<file path="src/rtl/dma_width_fifo.sv">
module dma_width_fifo #(
  parameter int AW  = 4,
  parameter int THR = 8
) (
  input  logic        clk,
  input  logic        rst_n,
  input  logic        dir,
  input  logic        burst,
  input  logic        par_chk,
  input  logic        drain,
  input  logic        flush,
  input  logic        status_clr,
  input  logic        dma_wr,
  input  logic [15:0] dma_wdata,
  input  logic [1:0]  dma_wpar,
  input  logic        dma_rd,
  output logic [15:0] dma_rdata,
  output logic [1:0]  dma_rpar,
  output logic        dma_partial,
  output logic        dma_req,
  input  logic        byte_wr,
  input  logic [7:0]  byte_wdata,
  input  logic        byte_wpar,
  input  logic        byte_rd,
  output logic [7:0]  byte_rdata,
  output logic        byte_rpar,
  output logic [AW:0] count,
  output logic        par_err,
  output logic        ovf,
  output logic        unf
);
  localparam int DEPTH = 1 << AW;
  localparam int CW = AW + 1;

  logic [8:0]    mem [DEPTH];
  logic [AW-1:0] wp, rp;
  logic [8:0]    lo_e, hi_e;

  wire w_word = ~dir & dma_wr;
  wire w_byte = dir & byte_wr;
  wire r_word = dma_rd & (dir | drain);
  wire r_byte = byte_rd & ~dir & ~drain;

  wire ok_ww = w_word & (count <= CW'(DEPTH - 2));
  wire ok_wb = w_byte & (count < CW'(DEPTH));
  wire ok_rw = r_word & ((count >= CW'(2)) | (drain & (count == CW'(1))));
  wire ok_rb = r_byte & (count != '0);

  wire gp_lo = ~^dma_wdata[7:0];
  wire gp_hi = ~^dma_wdata[15:8];
  wire gp_b  = ~^byte_wdata;
  wire p_lo  = par_chk ? gp_lo : dma_wpar[0];
  wire p_hi  = par_chk ? gp_hi : dma_wpar[1];
  wire p_b   = par_chk ? gp_b : byte_wpar;

  wire bad_par = par_chk & ((ok_ww & ((dma_wpar[0] != gp_lo) | (dma_wpar[1] != gp_hi)))
                          | (ok_wb & (byte_wpar != gp_b)));

  wire [1:0] wsz = ok_ww ? 2'd2 : (ok_wb ? 2'd1 : 2'd0);
  wire [1:0] rsz = ok_rw ? ((count >= CW'(2)) ? 2'd2 : 2'd1) : (ok_rb ? 2'd1 : 2'd0);

  assign lo_e = mem[rp];
  assign hi_e = mem[rp + AW'(1)];

  assign dma_partial = drain & (count == CW'(1));
  assign dma_rdata   = dma_partial ? {8'h00, lo_e[7:0]} : {hi_e[7:0], lo_e[7:0]};
  assign dma_rpar    = dma_partial ? {1'b1, lo_e[8]} : {hi_e[8], lo_e[8]};
  assign byte_rdata  = lo_e[7:0];
  assign byte_rpar   = lo_e[8];

  assign dma_req = dir ? (burst ? (count >= CW'(THR)) : (count >= CW'(2)))
                       : (burst ? (count <= CW'(DEPTH - THR)) : (count <= CW'(DEPTH - 2)));

  always_ff @(posedge clk) begin
    if (!flush) begin
      if (ok_ww) begin
        mem[wp]          <= {p_lo, dma_wdata[7:0]};
        mem[wp + AW'(1)] <= {p_hi, dma_wdata[15:8]};
      end else if (ok_wb) begin
        mem[wp] <= {p_b, byte_wdata};
      end
    end
  end

  always_ff @(posedge clk or negedge rst_n) begin
    if (!rst_n) begin
      wp <= '0; rp <= '0; count <= '0;
      par_err <= 1'b0; ovf <= 1'b0; unf <= 1'b0;
    end else begin
      if (flush) begin
        wp <= '0; rp <= '0; count <= '0;
      end else begin
        wp    <= wp + AW'(wsz);
        rp    <= rp + AW'(rsz);
        count <= count + CW'(wsz) - CW'(rsz);
      end
      par_err <= (par_err & ~status_clr) | (~flush & bad_par);
      ovf     <= (ovf & ~status_clr) | (~flush & ((w_word & ~ok_ww) | (w_byte & ~ok_wb)));
      unf     <= (unf & ~status_clr) | (~flush & ((r_word & ~ok_rw) | (r_byte & ~ok_rb)));
    end
  end


  count_bound_chk: assert property (@(posedge clk) disable iff (!rst_n)
    count <= CW'(DEPTH));


  flush_empty_chk: assert property (@(posedge clk) disable iff (!rst_n)
    flush |=> (count == '0));


  full_word_chk: assert property (@(posedge clk) disable iff (!rst_n)
    (!flush && w_word && count == CW'(DEPTH)) |=> (ovf && count <= CW'(DEPTH)));


  empty_byte_chk: assert property (@(posedge clk) disable iff (!rst_n)
    (!flush && r_byte && count == '0) |=> unf);


  par_sticky_chk: assert property (@(posedge clk) disable iff (!rst_n)
    (par_err && !status_clr) |=> par_err);


  pass_noerr_chk: assert property (@(posedge clk) disable iff (!rst_n)
    (!par_chk && !par_err && !status_clr) |=> !par_err);


  drain_last_chk: assert property (@(posedge clk) disable iff (!rst_n)
    (dma_partial && dma_rd && !flush && !dir && !dma_wr) |=> (count == '0));
endmodule

</file>
<file path="config.mk">
export PLATFORM = sky130hd
export DESIGN_NAME = dma_width_fifo
export DESIGN_NICKNAME = d
export VERILOG_FILES = /design/src/rtl/dma_width_fifo.sv
export SDC_FILE = /design/constraint.sdc
export NUM_CORES = 1
export LEC_CHECK = 0
export ABC_AREA = 1
export CORE_MARGIN = 2
export CORE_UTILIZATION = 55
export DETAILED_ROUTE_END_ITERATION = 10
export GPL_TIMING_DRIVEN = 0
export PLACE_DENSITY = 0.81
export SYNTH_ARGS = -nofsm -noshare
export SYNTH_HDL_FRONTEND = slang
export SYNTH_SLANG_ARGS = --single-unit
</file>
<file path="constraint.sdc">
create_clock -name clk -period 5.9 [get_ports clk]
set_input_delay 1.18 -clock clk [delete_from_list [all_inputs] [get_ports clk]]
set_output_delay 1.18 -clock clk [all_outputs]
set_load 0.005 [all_outputs]
</file>
**Word level (Yosys, flattened, before mapping)**

Memories as Yosys holds them, arrays and structs flattened.
Cells that the tools add are included.

- Flip-flop bits (word level): 16
- Bits in writable memories: 144
- Input bits: 39
- Output and inout port bits: 37
- Word-level logic and storage cells: 91
- Memories: 1

- Add/sub/neg operators: 6
- Magnitude comparators: 5
- Eq/ne operators: 4
- Mux-type cells: 24
- Bitwise gates (word level): 41
- Reductions and logical operators: 4

Memory list:

| name | depth | width | rd ports | clocked after Yosys merged registers in | write ports | line | source |
|---|---|---|---|---|---|---|---|
| mem | 16 | 9 | 2 | 0 | 2 | 35 | `logic [8:0] mem [DEPTH];` |

Operator list:

| kind | number |
|---|---|
| 8-bit XNOR reduction | 3 |
| 1-bit bitwise AND | 23 |
| 16-bit two-way mux | 1 |
| 1-bit two-way mux | 15 |
| 5-bit by 4-bit <= comparator with 1-bit output, second input constant | 2 |
| 1-bit bitwise OR | 10 |
| 9-bit two-way mux | 1 |
| 4-bit by 1-bit adder with 4-bit output, second input constant | 2 |
| 4-bit by 2-bit adder with 4-bit output | 2 |
| 2-bit two-way mux | 4 |
| 4-bit two-way mux | 2 |
| 1-bit NOT | 8 |
| 5-bit by 2-bit adder with 5-bit output | 1 |
| 5-bit by 1-bit == test with 1-bit output, second input constant | 1 |
| 5-bit by 2-bit >= comparator with 1-bit output, second input constant | 1 |
| 5-bit by 4-bit >= comparator with 1-bit output, second input constant | 1 |
| 5-bit less-than comparator, second input constant | 1 |
| 5-bit two-way mux | 1 |
| 5-bit nonzero test | 1 |
| 5-bit by 2-bit subtractor with 5-bit output | 1 |
| 1-bit != test | 3 |

**Logic depth before layout (Yosys ltp)**

Gate-level depths: netlist of run 1.

- Word-level depth: 9
- Depth in mapped cells: 18
- Gate-level depth less buffers: 18

**Worst setup path before layout of run 1**

Ideal clock, no wire load.

- Kind: in2reg
- Start point: in drain
- End point: reg count[4]
- Arrival time: 3052 ps
- Data required time: 5777 ps
- Path slack: 2725 ps
- Stages: 17
- Path buffers: 0
- Cells stage by stage: inv_1 -> nor3_1 -> nand3_1 -> o21ai_0 -> o21ai_0 -> inv_1 -> ha_1 -> inv_1 -> ha_1 -> inv_1 -> fa_1 -> inv_1 -> a21oi_1 -> nor2_1 -> nor2_1 -> o21ai_0 -> a21oi_1

- Cells in the longest elaborated chain, start to end: 7
- Elaborated cells between the ends (all ways): 12
- Those cells by class: add/sub: 1; mux: 3; bitwise: 8

RTL lines:

| element | line | source |
|---|---|---|
| from (decl) | 10 | `input logic drain,` |
| 1-bit NOT | 42 | `wire r_byte = byte_rd & ~dir & ~drain;` |
| 1-bit bitwise AND | 42 |  |
| 1-bit bitwise AND | 47 | `wire ok_rb = r_byte & (count != '0);` |
| 1-bit two-way mux | 60 | `wire [1:0] rsz = ok_rw ? ((count >= CW'(2)) ? 2'd2 : 2'd1) : (ok_rb ? 2'd1 : 2'd0);` |
| 2-bit two-way mux * | 60 |  |
| 5-bit by 2-bit subtractor with 5-bit output * | 95 | `count <= count + CW'(wsz) - CW'(rsz);` |
| 5-bit two-way mux * | 90 | `if (flush) begin` |
| to (signal assigned) | 95 |  |
| to (decl) | 27 | `output logic [AW:0] count,` |

Every way passes the cells marked *; elsewhere a longest branch is shown, timed or not.

**Worst setup path in the final report of run 1**

- Start point: reg rp[1]
- End point: out dma_rdata[15]

- Cells in the longest elaborated chain, start to end: 3

RTL lines:

| element | line | source |
|---|---|---|
| from (decl) | 36 | `logic [AW-1:0] wp, rp;` |
| from (signal assigned) | 94 | `rp <= rp + AW'(rsz);` |
| 4-bit by 1-bit adder with 4-bit output | 63 | `assign hi_e = mem[rp + AW'(1)];` |
| memory read 16 x 9 bit | - |  |
| 16-bit two-way mux | 66 | `assign dma_rdata = dma_partial ? {8'h00, lo_e[7:0]} : {hi_e[7:0], lo_e[7:0]};` |
| to (decl) | 17 | `output logic [15:0] dma_rdata,` |

Every way passes these cells.

==> metrics, run 1 <==
GRT Util Overall=41.42%; post-CTS setup buffer count=0; # DRC=0; endpoints failing setup=0; HP Class=flop to flop; Critical R2R Capture=mem[4][6]; R2R setup slack=2.49 ns; CP Launch Type=flop; Clock Path Buffers=2; syn_area_per_cell=7.643 um2; diode count=0; RSZ-0062 raised after global routing=no; fraction of layout cells with a size suffix above 1=7.444%; CTS Buf Count=17; initial core utilization=55.78%; Worst Tran Pin Value=1.207 ns; Synth top area share=40.10%; status=finished clean; TritonCTS clock tree=built; worst clock skew=0.01063 ns; PortBufs=75; Reg clk slew, reported paths=0.06 ns; FILL cells=1,676; dpl cell area=0.01187 mm2; Hold Violations, Final=0; Vias/cell=6.265; Detailed Route Iter0 Violations=1,907; Post-Syn Nets=1,468; Antenna Nets Post-Route=0; final WL=42,340 um; commonest non-fill, non-tap cell in the layout=nand2_1; antenna violations before repair=0; placement row count=51; Die Y-Extent=144.0 um; clk root buf=clkbuf_16; WP data required=4.72 ns; Slew headroom=18.70%; register area=0.004725 mm2; crit path to=dma_rdata[15]; period utilization=83.10%; GP Congestion=1.111; critical path class=flop to output port; CTS H-tree depth=4; Max-Cap Viols=0; Ys Warns=0; register area share after synthesis=43.81%; die area=0.02074 mm2; Worst EP arrival=3.72 ns; area occupied by multi-input gates=0.004923 mm2; maximum vdd drop=240.8 uV; post-layout min period=4.903 ns; Achievable Freq=204.0 MHz; final core occ=64.34%; GRT overflow=0; cells on worst reg2reg path=12; P&R area growth vs syn=15.36%; clk sinks=160; most frequent cells in the layout=nand2_1, o21ai_0, edfxtp_1; Static Leak=5.032 nW; maximum fanout along the worst path=10; post-synthesis register bit count=160; post-CTS sizing=0; vias in the first global route=10,042; critical path capture point type=output port; Die W=144.0 um; Yosys cell types=37; Post-CTS Hold Fix Bufs=0; HPWL after DPL=30,760 um; reg2reg start=count[4]; layout net count=1,562; setup TNS=0 ns; P per Cell Area=345.6 mW/mm2; drt pass-1 iters=6; Crit. Startpoint=rp[1]; clk_lat worst skew=0.44 ns; Ports=76; top area cells in the synthesized netlist=edfxtp_1, o21ai_0, nand2_1; post-DR wirelength/cell=23.74 um; DR vias=11,170; cell taking the most area after synthesis=edfxtp_1; WHS Path Cells=2; Synth Instances=1,411; Core Footprint=0.01933 mm2; first-pass GRT wire length=61,600 um; Netlist Area Pre-Place=0.01078 mm2; largest net degree at the start of global routing=17; Finished Cell Area=0.01244 mm2; Slew Viols, Final=0
==> per-stage QoR <==
| step | std cells | worst slack [ns] | total power [mW] | hold WS [ns] |
|---|---|---|---|---|
| after global routing | 1783 | 1.061 | 4.471 | 0.5358 |
| after global placement | 1751 | 1.442 | 3.097 | 0.4640 |
| final | 1783 | 0.9970 | 4.300 | 0.4797 |
| after floorplan | 1411 | 2.725 | 2.374 | 0.4724 |
| after CTS | 1783 | 1.284 | 4.212 | 0.4840 |
| after detailed placement | 1751 | 1.425 | 3.125 | 0.4686 |
==> synthesized netlist by cell type (all sizes together) <==
cell type  instances
fa                 4
clkbuf            55
xor2               5
ha                14
nand2            301
a22o               2
xnor2             10
nand2b             1
nor3               1
nand3b             1
nor2             108
o211ai            33
a32oi              1
inv              160
o21a               1
edfxtp           144
nand3             35
a21oi            126
o22ai              5
nand4              2
o221ai            11
clkinv             2
a211oi             2
dfrtp             16
buf               47
o21ai            324
==> critical path: stages, from the launching register on <==
cell             delay [ns]
dfrtp_1                0.48
ha_1                   0.32
clkbuf_1               0.34
clkbuf_1               0.62
o21ai_0                0.22
o21ai_0                0.27
o211ai_1               0.15
a21oi_1                0.32
clkdlybuf4s50_1        0.57
==> flip-flops by register name, indices dropped and copies added (netlist names) <==
name     cells
count        5
mem        144
ovf          1
par_err      1
rp           4
unf          1
wp           4
==> layer usage <==
layer  global-route usage (%)  routed length [um]
met1                    55.35               15670
met2                    60.40               17950
met3                    14.50                6526
met4                    19.61                2182
met5                        0                   0
==> cell type report <==
cell class / count / share of cell area [%]
Multi-Input combinational cell: 987 / 39.58
Sequential cell: 160 / 37.98
Timing Repair Buffer: 75 / 6.034
Inverter: 162 / 4.888
Buffer: 102 / 4.244
Clock buffer: 18 / 3.450
Tap cell: 265 / 2.665
Clock inverter: 14 / 1.167
==> where the power goes <==
group | internal [mW] | switching, mW | total (mW)
Clock | 0.597 | 0.515 | 1.11
Combinational | 0.703 | 1.14 | 1.85
Sequential | 1.30 | 0.0395 | 1.34
==> worst min-delay path by stage <==
stage | start | endpoint | slack [ns]
CTS | par_err | par_err | 0.48
detailed placement | par_err | par_err | 0.47
floorplan | par_err | par_err | 0.47
global route | par_err | par_err | 0.54
global placement | par_err | par_err | 0.46
finish | par_err | par_err | 0.48
==> kinds of logic after synthesis <==
group	Yosys count	synth area share [%]
flops	160	43.81
buf+inv	264	10.53
fa+ha+maj	18	2.367
simple gates	449	17.01
compound gates	505	24.99
xor+xnor	15	1.288
(Power assumes the default switching activity.)
==> run 2, diff against run 1 <==
- CORE_UTILIZATION: 55 -> 54
- PLACE_DENSITY: 0.81 -> 0.83
- clock period: 5.9 -> 4.47 ns (I/O delays scaled with it)
==> run 2 against run 1 <==
Net effect: the run now ends with negative setup slack left; final cell count about the same; design area increased by 0.32%; count of clock-buffer cells in the layout unchanged; combinational power increased by 32%; core utilization decreased by 0.43 points; clock skew increased by 0.0018 ns; clock power increased by 36%; highest routed layer unchanged.
==> metrics, run 2 (same netlist as run 1, synthesis figures left out) <==
worst-path cell chain=clkbuf_1 > clkbuf_1 > o21ai_0 > o21ai_0 > o221ai_1 > nand2_1 > buf_4 > clkdlybuf4s50_1 (was ha_1 > clkbuf_1 > clkbuf_1 > o21ai_0 > o21ai_0 > o211ai_1 > a21oi_1 > clkdlybuf4s50_1); Clock Path Buffers=2 (unchanged); final WL=42,040 um (was 42,340 um); Worst path max stage delay=0.62 ns (about the same); critical path capture point type=output port (unchanged); largest net degree at the start of global routing=17 (unchanged); diode count=0 (unchanged); maximum fanout along the worst path=10 (unchanged); maximum vdd drop=309.8 uV (was 240.8 uV); Final WS setup=-0.01441 ns (was 0.9970 ns); clk_lat worst skew=0.43 ns (was 0.44 ns); Top reg by flops=mem (unchanged); Vias/cell=6.297 (was 6.265); HP Class=flop to flop (unchanged); vias in the first global route=10,575 (was 10,042); Slew Viols, Final=0 (unchanged); Hold Violations, Final=0 (unchanged); P per Cell Area=458.9 mW/mm2 (was 345.6 mW/mm2); fraction of layout cells with a size suffix above 1=8.032% (was 7.444%); critical path class=flop to output port (unchanged); delay-heaviest family, CP=buffers and inverters (unchanged); P&R area growth vs syn=15.73% (was 15.36%); Die W=145.3 um (was 144.0 um); GP Congestion=1.050 (was 1.111); Slew headroom=18.94% (was 18.70%); most frequent cells in the layout=nand2_1, o21ai_0, edfxtp_1 (unchanged); DR vias=11,233 (was 11,170); endpoints failing setup=1 (was 0); clk root buf=clkbuf_16 (unchanged); TritonCTS clock tree=built (unchanged); pre-CTS setup slack=0.5653 ns (was 1.425 ns); drt pass-1 iters=7 (was 6); Worst Path Buf+Inv=4 (was 3); first-pass GRT wire length=62,670 um (was 61,600 um); max reg flops=144 (unchanged); Antenna Nets Post-Route=0 (unchanged); Static Leak=5.073 nW (was 5.032 nW); GRT overflow=0 (unchanged); antenna violations before repair=0 (unchanged); Core Footprint=0.01953 mm2 (was 0.01933 mm2); initial core utilization=55.23% (was 55.78%); worst-path cell with the longest stage delay=clkbuf_1 (unchanged); layout net count=1,563 (was 1,562); CTS H-tree depth=4 (unchanged); clk sinks=160 (unchanged); Max-Cap Viols=0 (unchanged); Largest regs=mem x144, count x5 (unchanged); Detailed Route Iter0 Violations=1,844 (was 1,907); Finished Cell Area=0.01248 mm2 (was 0.01244 mm2); die area=0.02112 mm2 (was 0.02074 mm2); commonest non-fill, non-tap cell in the layout=nand2_1 (unchanged); failing checks=negative setup slack; status=finished, violations left (was finished clean); post-layout min period=4.484 ns; RSZ-0062 raised after global routing=yes (was no); FILL cells=1,731 (was 1,676); CP Launch Type=flop (unchanged); Reg clk slew, reported paths=0.07 ns (was 0.06 ns); HPWL after DPL=30,730 um (was 30,760 um); CTS Buf Count=17 (unchanged); Worst Tran Pin Value=1.203 ns (was 1.207 ns); Ports=76 (unchanged); # DRC=0 (unchanged); GRT Util Overall=39.68% (was 41.42%); dpl cell area=0.01187 mm2 (about the same); Die Y-Extent=145.3 um (was 144.0 um); WP data required=3.58 ns (was 4.72 ns); Worst EP arrival=3.59 ns (was 3.72 ns); worst clock skew=0.01240 ns (was 0.01063 ns); placement row count=51 (unchanged); PortBufs=75 (unchanged); post-DR wirelength/cell=23.57 um (was 23.74 um); period utilization=100.3%; Achievable Freq=223.0 MHz
## run 2: changes by cell type in the layout (fill, tap and decap cells not counted)
cell	delta
clkbuf_1	-7
clkbuf_2	+7
inv_6	-2
inv_8	+2
buf_4	+1
bufinv_16	+1
clkinv_1	-1
clkinv_4	+1
clkinv_8	-1
## run 2: final timing paths
| check | from | to | slack [ns] | depth (start not counted) |
|---|---|---|---|---|
| max in group asynchronous | rst_n | count[0] | 3.03 | 1 |
| worst min register to register | par_err | par_err | 0.51 | 2 |
| worst max-delay path | rp[1] | dma_rdata[4] | -0.01 | 8 |
| worst min-delay path | par_err | par_err | 0.51 | 2 |
| worst max register to register | count[4] | mem[0][7] | 1.02 | 11 |
| min in group asynchronous | rst_n | count[4] | 0.93 | 1 |
## run 2: cell type report
cell class	count	area [um2]	area share, %
Multi-Input combinational cell	987	4923	39.45
Sequential cell	160	4725	37.85
Timing Repair Buffer	76	758.2	6.075
Inverter	162	608.1	4.872
Buffer	102	536.8	4.301
Clock buffer	18	429.2	3.439
Tap cell	265	331.6	2.657
Clock inverter	14	168.9	1.353
## run 2: metrics by stage
| stage | total power, mW | utilization, % | instances | setup TNS (ns) | hold WS, ns |
|---|---|---|---|---|---|
| after floorplan | 3.133 | - | 1411 | 0 | 0.4724 |
| after global placement | 4.085 | 60.77 | 1751 | 0 | 0.4774 |
| after detailed placement | 4.133 | 60.81 | 1752 | 0 | 0.4969 |
| after CTS | 5.625 | 63.87 | 1784 | 0 | 0.5125 |
| after global routing | 5.976 | 63.92 | 1784 | -0.07721 | 0.5365 |
| final | 5.728 | 63.92 | 1784 | -0.01441 | 0.5124 |
## run 2: repair_timing
item                       CTS  global route
hold buffers                 0             0
gates resized for setup      0            14
buffers inserted             0             0
setup endpoints to repair    0            10
## run 2: tightest hold or removal path: stages, from the launching register on
cell and delay [ns]:
dfrtp_1 0.35, nand2_1 0.07, nand2_1 0.06
## run 2: where the power goes
| group | switching [mW] | internal, mW | total, mW | leakage, nW |
|---|---|---|---|---|
| combinational | 1.51 | 0.934 | 2.44 | 3.27 |
| clock | 0.665 | 0.847 | 1.51 | 0.292 |
| sequential | 0.0598 | 1.72 | 1.78 | 1.51 |
| total | 2.23 | 3.50 | 5.73 | 5.07 |
## run 2: per-layer routing
layer  part of all wire (%)  GRT usage, %  vias up  wire [um]
li1                       -             -     4983          -
met1                     37         52.55     5141      15400
met2                     43         57.73      937      17890
met3                     16         15.22      172       6691
met4                    4.9         18.38        0       2054
met5                      0             0        -          0
